===== src/rtl/aud_pkg.sv =====
package aud_pkg;

    typedef enum logic [1:0] {
        PRE_NONE  = 2'b00,
        PRE_BLOCK = 2'b01,
        PRE_FIRST = 2'b10,
        PRE_OTHER = 2'b11
    } pre_e;

    // word length in bits for a length code
    function automatic logic [5:0] wlen_of(input logic [1:0] sel);
        logic [5:0] r;
        case (sel)
            2'd0:    r = 6'd16;
            2'd1:    r = 6'd18;
            2'd2:    r = 6'd20;
            default: r = 6'd24;
        endcase
        return r;
    endfunction

    // channel count for a TDM channel code: 2, 4, 6 or 8
    function automatic logic [3:0] chans_of(input logic [1:0] sel);
        return {1'b0, sel, 1'b0} + 4'd2;
    endfunction

endpackage


===== src/rtl/aud_pin_sync.sv =====
module aud_pin_sync #(
    parameter int STAGES = 2
) (
    input  logic clk,
    input  logic rst_n,
    input  logic bclk_i,
    input  logic lrfs_i,
    input  logic sdata_i,
    output logic bit_stb_o,
    output logic lrfs_o,
    output logic sdata_o
);

    typedef struct packed {
        logic [STAGES-1:0] b;
        logic [STAGES-1:0] l;
        logic [STAGES-1:0] s;
        logic              prev;
    } sync_t;

    sync_t q, d;

    always_comb begin
        d      = q;
        d.b    = {q.b[STAGES-2:0], bclk_i};
        d.l    = {q.l[STAGES-2:0], lrfs_i};
        d.s    = {q.s[STAGES-2:0], sdata_i};
        d.prev = q.b[STAGES-1];
    end

    always_ff @(posedge clk or negedge rst_n) begin
        if (!rst_n) q <= '0;
        else        q <= d;
    end

    assign bit_stb_o = q.b[STAGES-1] & ~q.prev;
    assign lrfs_o    = q.l[STAGES-1];
    assign sdata_o   = q.s[STAGES-1];

    // strobes from a real clock edge can never be back to back
    assert_strobe_gap_R9: assert property (@(posedge clk) disable iff (!rst_n)
        bit_stb_o |=> !bit_stb_o);

endmodule


===== src/rtl/aud_deser.sv =====
module aud_deser #(
    parameter int SMP_W  = 24,
    parameter int SLOT_W = 32,
    parameter int MAX_CH = 8,
    localparam int POS_W = $clog2(SLOT_W) + 1,
    localparam int CNT_W = $clog2(MAX_CH) + 1,
    localparam int CH_W  = $clog2(MAX_CH)
) (
    input  logic             clk,
    input  logic             rst_n,
    input  logic             bit_stb_i,
    input  logic             lrfs_i,
    input  logic             sd_i,
    input  logic             tdm_i,
    input  logic [CNT_W-1:0] nch_i,
    input  logic [POS_W-1:0] wlen_i,
    output logic             w_valid_o,
    output logic [SMP_W-1:0] w_data_o,
    output logic [CH_W-1:0]  w_chan_o,
    output logic             w_last_o,
    output logic             err_o
);

    typedef struct packed {
        logic [SMP_W-1:0] shreg;
        logic [POS_W-1:0] pos;     // SLOT_W means idle
        logic [CNT_W-1:0] slot;
        logic [CNT_W-1:0] got;     // samples output since last sync
        logic             started;
        logic             err;
        logic             lr_prev;
        logic             ov;
        logic [SMP_W-1:0] odata;
        logic [CH_W-1:0]  ochan;
        logic             olast;
    } des_t;

    des_t q, d;

    logic             cap, take;
    logic [POS_W-1:0] cur_pos;
    logic [CNT_W-1:0] cur_slot, got_base;
    logic [SMP_W-1:0] sh_in;

    always_comb begin
        d        = q;
        d.ov     = 1'b0;
        cap      = 1'b0;
        cur_pos  = q.pos;
        cur_slot = q.slot;
        got_base = q.got;
        sh_in    = q.shreg;

        if (bit_stb_i) begin
            d.lr_prev = lrfs_i;
            if (!tdm_i) begin
                if (lrfs_i != q.lr_prev) begin
                    d.pos  = '0;
                    d.slot = CNT_W'(lrfs_i);
                end else if (q.pos < POS_W'(SLOT_W)) begin
                    cap   = 1'b1;
                    d.pos = q.pos + 1'b1;
                end
            end else if (lrfs_i) begin
                if (q.started && (q.got < nch_i)) d.err = 1'b1;
                d.started = 1'b1;
                cap       = 1'b1;
                cur_pos   = '0;
                cur_slot  = '0;
                got_base  = '0;
                d.slot    = '0;
                d.pos     = POS_W'(1);
            end else if (q.pos < POS_W'(SLOT_W)) begin
                cap = 1'b1;
                if (q.pos == POS_W'(SLOT_W - 1)) begin
                    d.pos = '0;
                    if (q.slot < CNT_W'(MAX_CH)) d.slot = q.slot + 1'b1;
                end else begin
                    d.pos = q.pos + 1'b1;
                end
            end
        end

        d.got = got_base;
        take  = cap && (cur_slot < nch_i) && (cur_pos < wlen_i);
        if (take) begin
            sh_in   = (cur_pos == '0) ? SMP_W'(sd_i) : {q.shreg[SMP_W-2:0], sd_i};
            d.shreg = sh_in;
            if (cur_pos == wlen_i - 1'b1) begin
                d.ov    = 1'b1;
                d.odata = sh_in << (SMP_W - int'(wlen_i));
                d.ochan = cur_slot[CH_W-1:0];
                d.olast = (cur_slot == nch_i - 1'b1);
                d.got   = got_base + 1'b1;
            end
        end
    end

    always_ff @(posedge clk or negedge rst_n) begin
        if (!rst_n) begin
            q     <= '0;
            q.pos <= POS_W'(SLOT_W);
        end else begin
            q <= d;
        end
    end

    assign w_valid_o = q.ov;
    assign w_data_o  = q.odata;
    assign w_chan_o  = q.ochan;
    assign w_last_o  = q.olast;
    assign err_o     = q.err;

    logic [SMP_W-1:0] low_mask;
    assign low_mask = (SMP_W'(1) << (SMP_W - int'(wlen_i))) - 1'b1;

    assert_chan_in_range_R3: assert property (@(posedge clk) disable iff (!rst_n)
        w_valid_o |-> (CNT_W'(w_chan_o) < nch_i));
    assert_low_bits_zero_R4: assert property (@(posedge clk) disable iff (!rst_n)
        w_valid_o |-> ((w_data_o & low_mask) == '0));
    assert_err_sticky_R8: assert property (@(posedge clk) disable iff (!rst_n)
        err_o |=> err_o);
    assert_one_cycle_word_R9: assert property (@(posedge clk) disable iff (!rst_n)
        w_valid_o |=> !w_valid_o);

endmodule


===== src/rtl/aud_cs_tagger.sv =====
module aud_cs_tagger
    import aud_pkg::*;
#(
    parameter int SMP_W     = 24,
    parameter int CH_W      = 3,
    parameter int CS_LEN    = 192,
    parameter int CS_CFG_W  = 40,
    parameter int CHNUM_POS = 20,
    localparam int FRM_W    = $clog2(CS_LEN)
) (
    input  logic                clk,
    input  logic                rst_n,
    input  logic                w_valid_i,
    input  logic [SMP_W-1:0]    w_data_i,
    input  logic [CH_W-1:0]     w_chan_i,
    input  logic                w_last_i,
    input  logic [CS_CFG_W-1:0] cs_cfg_i,
    output logic                s_valid_o,
    output logic [SMP_W-1:0]    s_data_o,
    output logic [CH_W-1:0]     s_chan_o,
    output logic [1:0]          s_pre_o,
    output logic                s_cs_o
);

    typedef struct packed {
        logic             ov;
        logic [SMP_W-1:0] data;
        logic [CH_W-1:0]  chan;
        pre_e             pre;
        logic             cs;
        logic [FRM_W-1:0] frame;
    } tag_t;

    tag_t q, d;

    logic [3:0] chnum;
    logic       cs_bit;
    int         fidx;

    always_comb begin
        chnum = 4'(w_chan_i) + 4'd1;
        fidx  = int'(q.frame);
        if (fidx >= CHNUM_POS && fidx < CHNUM_POS + 4) cs_bit = chnum[fidx - CHNUM_POS];
        else if (fidx < CS_CFG_W)                      cs_bit = cs_cfg_i[fidx];
        else                                           cs_bit = 1'b0;
    end

    always_comb begin
        d    = q;
        d.ov = 1'b0;
        if (w_valid_i) begin
            d.ov   = 1'b1;
            d.data = w_data_i;
            d.chan = w_chan_i;
            d.cs   = cs_bit;
            if (w_chan_i != '0)     d.pre = PRE_OTHER;
            else if (q.frame == '0) d.pre = PRE_BLOCK;
            else                    d.pre = PRE_FIRST;
            if (w_last_i)
                d.frame = (q.frame == FRM_W'(CS_LEN - 1)) ? '0 : q.frame + 1'b1;
        end
    end

    always_ff @(posedge clk or negedge rst_n) begin
        if (!rst_n) begin
            q     <= '0;
            q.pre <= PRE_NONE;
        end else begin
            q <= d;
        end
    end

    assign s_valid_o = q.ov;
    assign s_data_o  = q.data;
    assign s_chan_o  = q.chan;
    assign s_pre_o   = q.pre;
    assign s_cs_o    = q.cs;

    assert_pre_legal_R5: assert property (@(posedge clk) disable iff (!rst_n)
        s_valid_o |-> (s_pre_o != PRE_NONE));
    assert_block_on_chan0_R5: assert property (@(posedge clk) disable iff (!rst_n)
        (s_valid_o && s_pre_o == PRE_BLOCK) |-> (s_chan_o == '0));
    assert_frame_bound_R6: assert property (@(posedge clk) disable iff (!rst_n)
        q.frame < FRM_W'(CS_LEN));

endmodule


===== src/rtl/aud_capture_framer.sv =====
module aud_capture_framer
    import aud_pkg::*;
#(
    parameter int SMP_W       = 24,
    parameter int SLOT_W      = 32,
    parameter int MAX_CH      = 8,
    parameter int CS_LEN      = 192,
    parameter int CS_CFG_W    = 40,
    parameter int CHNUM_POS   = 20,
    parameter int SYNC_STAGES = 2,
    localparam int POS_W      = $clog2(SLOT_W) + 1,
    localparam int CNT_W      = $clog2(MAX_CH) + 1,
    localparam int CH_W       = $clog2(MAX_CH)
) (
    input  logic                clk,
    input  logic                rst_n,
    input  logic                bclk_i,
    input  logic                lrfs_i,
    input  logic                sdata_i,
    input  logic                tdm_mode_i,
    input  logic [1:0]          chan_sel_i,
    input  logic [1:0]          wlen_sel_i,
    input  logic [CS_CFG_W-1:0] cs_cfg_i,
    output logic                smp_valid_o,
    output logic [SMP_W-1:0]    smp_data_o,
    output logic [CH_W-1:0]     smp_chan_o,
    output logic [1:0]          smp_pre_o,
    output logic                smp_cs_o,
    output logic                frame_err_o
);

    logic             bit_stb, lr_s, sd_s;
    logic [CNT_W-1:0] nch;
    logic [POS_W-1:0] wlen;
    logic             w_valid, w_last;
    logic [SMP_W-1:0] w_data;
    logic [CH_W-1:0]  w_chan;

    assign nch  = tdm_mode_i ? CNT_W'(chans_of(chan_sel_i)) : CNT_W'(2);
    assign wlen = POS_W'(wlen_of(wlen_sel_i));

    aud_pin_sync #(.STAGES(SYNC_STAGES)) u_sync (
        .clk       (clk),
        .rst_n     (rst_n),
        .bclk_i    (bclk_i),
        .lrfs_i    (lrfs_i),
        .sdata_i   (sdata_i),
        .bit_stb_o (bit_stb),
        .lrfs_o    (lr_s),
        .sdata_o   (sd_s)
    );

    aud_deser #(.SMP_W(SMP_W), .SLOT_W(SLOT_W), .MAX_CH(MAX_CH)) u_deser (
        .clk       (clk),
        .rst_n     (rst_n),
        .bit_stb_i (bit_stb),
        .lrfs_i    (lr_s),
        .sd_i      (sd_s),
        .tdm_i     (tdm_mode_i),
        .nch_i     (nch),
        .wlen_i    (wlen),
        .w_valid_o (w_valid),
        .w_data_o  (w_data),
        .w_chan_o  (w_chan),
        .w_last_o  (w_last),
        .err_o     (frame_err_o)
    );

    aud_cs_tagger #(.SMP_W(SMP_W), .CH_W(CH_W), .CS_LEN(CS_LEN),
                    .CS_CFG_W(CS_CFG_W), .CHNUM_POS(CHNUM_POS)) u_tag (
        .clk       (clk),
        .rst_n     (rst_n),
        .w_valid_i (w_valid),
        .w_data_i  (w_data),
        .w_chan_i  (w_chan),
        .w_last_i  (w_last),
        .cs_cfg_i  (cs_cfg_i),
        .s_valid_o (smp_valid_o),
        .s_data_o  (smp_data_o),
        .s_chan_o  (smp_chan_o),
        .s_pre_o   (smp_pre_o),
        .s_cs_o    (smp_cs_o)
    );

    assert_i2s_chan_R2: assert property (@(posedge clk) disable iff (!rst_n)
        (smp_valid_o && !tdm_mode_i) |-> (smp_chan_o < CH_W'(2)));

endmodule


===== config.mk =====
export PLATFORM = sky130hd
export DESIGN_NAME = aud_capture_framer
export DESIGN_NICKNAME = d
export VERILOG_FILES = /design/src/rtl/aud_pkg.sv /design/src/rtl/aud_pin_sync.sv /design/src/rtl/aud_deser.sv /design/src/rtl/aud_cs_tagger.sv /design/src/rtl/aud_capture_framer.sv
export SDC_FILE = /design/constraint.sdc
export NUM_CORES = 1
export LEC_CHECK = 0
export BUFFER_PORTS_ARGS = -buffer_cell sky130_fd_sc_hd__buf_2
export CAP_MARGIN = 10
export CORE_MARGIN = 4
export CORE_UTILIZATION = 59
export CTS_CLUSTER_DIAMETER = 50
export DETAILED_ROUTE_END_ITERATION = 6
export PLACE_DENSITY_LB_ADDON = 0.05
export SLEW_MARGIN = 20
export SYNTH_ARGS = -nofsm -noshare
export SYNTH_HDL_FRONTEND = slang
export SYNTH_SLANG_ARGS = --single-unit

===== constraint.sdc =====
create_clock -name clk -period 3.7 [get_ports clk]
set_input_delay 0.37 -clock clk [delete_from_list [all_inputs] [get_ports clk]]
set_output_delay 0.37 -clock clk [all_outputs]
set_load 0.01 [all_outputs]

## Word level (Yosys, flattened, before mapping)

Index checks and enable logic that the tools add are counted.

| operators by class | value |
|---|---|
| add/sub/neg operators | 10 |
| order comparisons | 10 |
| equal/unequal tests | 10 |
| shifts and indexed selects | 1 |
| mux-type cells | 42 |
| bitwise logic cells | 2 |
| reduce and logical (&&, ||, !) cells | 16 |

Operator list:

| operator | number |
|---|---|
| $mux 29 | 2 |
| $mux 4 | 12 |
| $mux 39 | 1 |
| $mux 6 | 6 |
| $lt 32x4->1 const B | 1 |
| $shl 24x32->24 | 1 |
| $mux 10 | 3 |
| $mux 24 | 1 |
| $mux 8 | 2 |
| $pmux 4 s3 | 1 |
| $mux 1 | 10 |
| $ne 3x1->1 const B | 3 |
| $sub 8x5->9 const B | 1 |
| $add 4x1->4 const B | 2 |
| $add 8x1->8 const B | 1 |
| $eq 8x8->1 const B | 1 |
| $ge 8x5->1 const B | 1 |
| $logic_not 8->1 | 1 |
| $lt 4x4->1 | 2 |
| $lt 8x5->1 const B | 1 |
| $lt 8x6->1 const B | 1 |
| $lt 8x7->1 const B | 1 |
| $add 6x1->6 const B | 1 |
| $bmux 1 s6 | 1 |
| other kinds (27) | 34 |

| word-level totals | value |
|---|---|
| flip-flop bits (word level) | 115 |
| bits of input ports | 50 |
| output and inout bits | 32 |
| logic and storage cells | 112 |

## Longest topological paths before layout

| depth | value |
|---|---|
| word-level depth | 8 |
| gate-level depth with buffers | 12 |
| depth with buffers taken out | 9 |

## Hierarchy

From an unflattened synthesis, not the netlist that was laid out.

| second synthesis, totals | value |
|---|---|
| cell total of the unflattened synthesis | 759 |
| area total of the unflattened synthesis | 7719.9 sq um |

Modules (own cells, without submodules):

| module | times used | cells an instance | area an instance (sq um) | seq. area each (sq um) |
|---|---|---|---|---|
| aud_deser | 1 | 576 | 5432.7 | 1727.9 |
| aud_cs_tagger | 1 | 166 | 2039.5 | 975.9 |
| aud_pin_sync | 1 | 8 | 188.9 | 175.2 |
| aud_capture_framer | 1 | 9 | 58.8 | 0.0 |

## Worst setup path after synthesis

OpenSTA, ideal clock, no wires.

| timing path | value |
|---|---|
| path kind | input port to flip-flop |
| start | input tdm_mode_i |
| end | register u_deser.q (netlist bit u_deser.w_chan_o[2]) |
| library setup time | 0.125 ns |
| arrival | 2.782 ns |
| data required time | 3.575 ns |
| slack | 0.793 ns |
| cell stages on the path | 10 |
| path through | clkbuf_1 nand4b_1 clkbuf_1 clkbuf_1 nand2_1 ha_1 or4b_4 nor3_4 buf_6 mux2_2 |

| between the ends | value |
|---|---|
| cells in the longest elaborated chain, start to end | 6 |
| elaborated cells between the ends (all ways) | 13 |

Ends and longest elaborated chain:

| element | RTL line | RTL |
|---|---|---|
| start, declared | aud_capture_framer.sv:20 | `input logic tdm_mode_i,` |
| $mux 4 | aud_deser.sv:56 | `if (!tdm_i) begin` |
| $mux 4 | aud_deser.sv:54 | `if (bit_stb_i) begin` |
| $lt 4x4->1 | aud_deser.sv:85 | `take = cap && (cur_slot < nch_i) && (cur_pos < wlen_i);` |
| $logic_and 1x1->1 (2 in a row) | aud_deser.sv:85 |  |
| $reduce_and 2->1 (no source line) | n/a |  |
| end, declared | aud_deser.sv:38 | `des_t q, d;` |

Several ways; a longest one is shown, not always the timed one.
A chain may end at the register's enable or synchronous reset.

## Worst setup path in the final report

| timing path | value |
|---|---|
| start | register u_sync.q (netlist bit u_sync.lrfs_o) |
| end | register u_deser.q (netlist bit u_deser.w_data_o[17]) |

| between the ends | value |
|---|---|
| cells in the longest elaborated chain, start to end | 7 |
| elaborated cells between the ends (all ways) | 20 |

Ends and longest elaborated chain:

| element | RTL line | RTL |
|---|---|---|
| start, declared | aud_pin_sync.sv:21 | `sync_t q, d;` |
| start signal, assigned | aud_pin_sync.sv:32 | `if (!rst_n) q <= '0;` |
| start signal, assigned | aud_pin_sync.sv:33 | `else q <= d;` |
| $mux 4 | aud_deser.sv:64 | `end else if (lrfs_i) begin` |
| $mux 4 | aud_deser.sv:56 |  |
| $mux 4 | aud_deser.sv:54 |  |
| via u_deser.cur_slot[2] | aud_deser.sv:42 | `logic [CNT_W-1:0] cur_slot, got_base;` |
| $lt 4x4->1 | aud_deser.sv:85 |  |
| $logic_and 1x1->1 (2 in a row) | aud_deser.sv:85 |  |
| $reduce_and 2->1 (no source line) | n/a |  |

The timed path passes the listed nets, and every way through them passes these cells.

==> impl_metrics.tcl <==
set metrics [dict create \
    post_synth_inst_count 617 \
    crit_path_start_kind "flip-flop" \
    worstMarginPinSlew_ps 922 \
    dp.final_hpwl_mm 10.3 \
    start_util_pct 60.7 \
    mappedNetlistNets 688 \
    i_o_pin_cnt 82 \
    slew_headroom_pct 38.0 \
    chipWidth_um 114 \
    post_synth_main_area_contributors "sky130_fd_sc_hd__dfrtp_1 (43%), sky130_fd_sc_hd__mux2_2 (11%), sky130_fd_sc_hd__mux2i_1 (6.5%)" \
    p_total_w 0.00421 \
    grt_usage_pct 24.2 \
    dieHeight_um 114 \
    drt_pass1_iterations 4 \
    slew_viol_final 0 \
    number_of_antenna_violations_at_the_first_check_in_global_routing 0 \
    synth_top_area_cell "sky130_fd_sc_hd__dfrtp_1" \
    mappedNetlistArea_um2 6610 \
    power_density_nw_per_um2 547 \
    crit_arrival_ps 3460 \
    wl_mm 14.6 \
    clk-insertion-delay-late_ps 530 \
    final.period_utilization_pct 82.5 \
    rsz0062_at_grt "no" \
    grt_remaining_overflow 0 \
    coreArea_um2 10900 \
    leakagePower_nw 3.62 \
    cts-buffers-inserted 17 \
    ys_warn_count 0 \
    remaining_drc_errors 0 \
    grt_pass1_vias 5030 \
    final.setup.tns_ps 0 \
    max_freq_ghz 0.328 \
    final_net_count 765 \
    numPlacedInstances 811 \
    cp_data_required_time_ps 4110 \
    synth-seq-area-share_pct 43.6 \
    worst_path_max_fanout 31 \
    worst_clock_skew_ps 9.51 \
    cts.root.buffer_cell "sky130_fd_sc_hd__clkbuf_8" \
    worst_setup_path_end_kind "flip-flop" \
    number_of_flip_flops_and_latches_in_the_synthesized_netlist 115 \
    path_clk_slew_ps 60 \
    avgRoutedWirePerCell_um 17.3 \
    tritoncts_clock_tree "yes" \
    crit_type "flip-flop to flip-flop" \
    htreeDepth 4 \
    routabilityCongestion 0.843 \
    ys_async_sr_fraction_pct 100 \
    grt_pass1_wl_mm 24.8 \
    ant_nets 0 \
    port_buffers 81 \
    post_synth_num_cell_types 56 \
    std_cell_rows 38 \
    post_synth.cell_area_avg_um2 10.7 \
    status "completed" \
    synthToLayoutAreaGrowth_pct 16.6 \
    postCtsSetupBuffers 0 \
    design.die.area_um2 13000 \
    number_of_enable_flip_flop_cells_after_synthesis 0 \
    number_of_failing_hold_endpoints_at_the_final_stage 0 \
    min_path_type "flip-flop to flip-flop" \
    clock_sinks 115 \
    initialDrtViolationCount 389 \
    layout-drive-gt1-share_pct 29.8 \
    maxCapViolations 0 \
    setup_viol 0 \
    period_needed_ps 3050 \
    vias 4948 \
    ys.flop_type "sky130_fd_sc_hd__dfrtp_1" \
    grt_start_max_net_pins 65 \
    vdd.ir_drop.worst_v 0.000413 \
    cts_max_path_buffers 2 \
    antenna-diode-count 0 \
    stdcell_count 847 \
    via_per_inst 5.84 \
    synth_top_cell_area_share_pct 43.2 \
]
-- state kept, by name, indices dropped and copies added (netlist names), 2 cells and up --
| register | count |
|---|---|
| u_deser.q | 39 |
| u_deser.w_chan_o | 3 |
| u_deser.w_data_o | 24 |
| u_sync.d | 4 |
| u_tag.fidx | 8 |
| u_tag.s_chan_o | 3 |
| u_tag.s_data_o | 24 |
| u_tag.s_pre_o | 2 |
-- cell families after synthesis --
logic type,Yosys count,share of synthesized area (%)
AO/OA/AOI/OAI,88,8.90
XOR/XNOR,16,2.12
adder cells (fa/ha/maj),21,3.98
buffers and inverters,85,5.38
flip-flops,115,43.6
multiplexers,128,23.9
AND/OR/NAND/NOR,164,12.2
-- metal layers --
layer	part of all wire (%)	track usage, %	vias up
li1	-	-	2341
met1	42	30.4	2435
met2	50	40.6	148
met3	5.8	5.94	24
met4	2.0	9.18	0
met5	0	0	-
-- cell type report --
cell class / count / area, um2
well taps: 140 / 175
multi-input cells: 417 / 3380
clock inverters: 11 / 129
fillers: 814 / 3180
clock buffers: 21 / 439
flip-flops and latches: 115 / 2880
repair buffers: 96 / 531
inverters: 47 / 176
-- critical path, stage by stage, from the launching register on --
cell and delay [ps]:
sky130_fd_sc_hd__dfrtp_1 540, sky130_fd_sc_hd__nand4b_1 170, sky130_fd_sc_hd__buf_4 200, sky130_fd_sc_hd__and2_1 180, sky130_fd_sc_hd__ha_1 260, sky130_fd_sc_hd__nor2b_1 120
sky130_fd_sc_hd__o21ai_0 140, sky130_fd_sc_hd__o211ai_1 270, sky130_fd_sc_hd__nor3_4 250, sky130_fd_sc_hd__buf_4 390, sky130_fd_sc_hd__mux2_2 400
-- Yosys cell counts (all sizes together) (4+ instances only) --
master	instances
a211oi	4
a21o	4
a21oi	22
a31oi	7
and2	8
and3	5
buf	15
clkbuf	23
dfrtp	114
ha	21
inv	47
mux2	68
mux2i	43
mux4	17
nand2	64
nand2b	7
nand3	9
nand4	6
nor2	31
nor2b	12
nor3	6
nor4	6
o211ai	4
o21ai	16
o22a	4
xnor2	11
xor2	5
-- metrics by stage --
step	setup WS [ps]	utilization, %	hold slack (ps)	cell area (um2)
final	649	70.8	353	7710
after global placement	656	65.2	333	7100
after detailed placement	556	65.2	345	7100
after global routing	395	70.8	372	7710
after CTS	633	70.8	346	7710
after floorplan	793	-	74.4	6610
-- report_power, final --
part	total (W)	internal [W]	switching (W)
registers	0.00169	0.00145	0.000248
logic	0.000947	0.000460	0.000487
clock network	0.00157	0.000980	0.000593
-- final timing paths --
kind	end	slack [ps]	cells past startpoint	start
max	u_deser.w_data_o[17]	650	10	u_sync.lrfs_o
min	u_sync.lrfs_o	350	0	u_sync.d[4]
max reg2reg	u_deser.w_data_o[17]	650	10	u_sync.lrfs_o
min reg2reg	u_sync.lrfs_o	350	0	u_sync.d[4]
max in group asynchronous	u_tag.fidx[6]	2310	3	rst_n
min in group asynchronous	u_deser.q[36]	480	2	rst_n
-- cell usage in the layout (no fill, tap or decap), types with 4 or more instances in the layout --
master,n
sky130_fd_sc_hd__dfrtp_1,114
sky130_fd_sc_hd__buf_2,80
sky130_fd_sc_hd__mux2_2,67
sky130_fd_sc_hd__nand2_1,64
sky130_fd_sc_hd__inv_1,47
sky130_fd_sc_hd__mux2i_1,43
sky130_fd_sc_hd__nor2_1,30
sky130_fd_sc_hd__a21oi_1,22
sky130_fd_sc_hd__ha_1,20
sky130_fd_sc_hd__mux4_2,17
sky130_fd_sc_hd__clkbuf_16,16
sky130_fd_sc_hd__o21ai_0,15
sky130_fd_sc_hd__nor2b_1,12
sky130_fd_sc_hd__buf_4,12
sky130_fd_sc_hd__xnor2_1,11
sky130_fd_sc_hd__nand3_1,9
sky130_fd_sc_hd__and2_1,8
sky130_fd_sc_hd__nand2b_1,7
sky130_fd_sc_hd__a31oi_1,7
sky130_fd_sc_hd__nand4_1,6
sky130_fd_sc_hd__nor4_1,6
sky130_fd_sc_hd__xor2_1,5
sky130_fd_sc_hd__and3_1,5
sky130_fd_sc_hd__nor3_1,5
sky130_fd_sc_hd__a211oi_1,4
sky130_fd_sc_hd__o211ai_1,4
sky130_fd_sc_hd__a21o_1,4
sky130_fd_sc_hd__o22a_1,4
sky130_fd_sc_hd__dlygate4sd3_1,4
-- repair_timing --
item | CTS | global route
setup endpoints to repair | 0 | 0
hold buffers | 4 | 0
gates resized for setup | 0 | 0
endpoints found under the hold margin | 64 | 0
(Power assumes the default switching activity.)
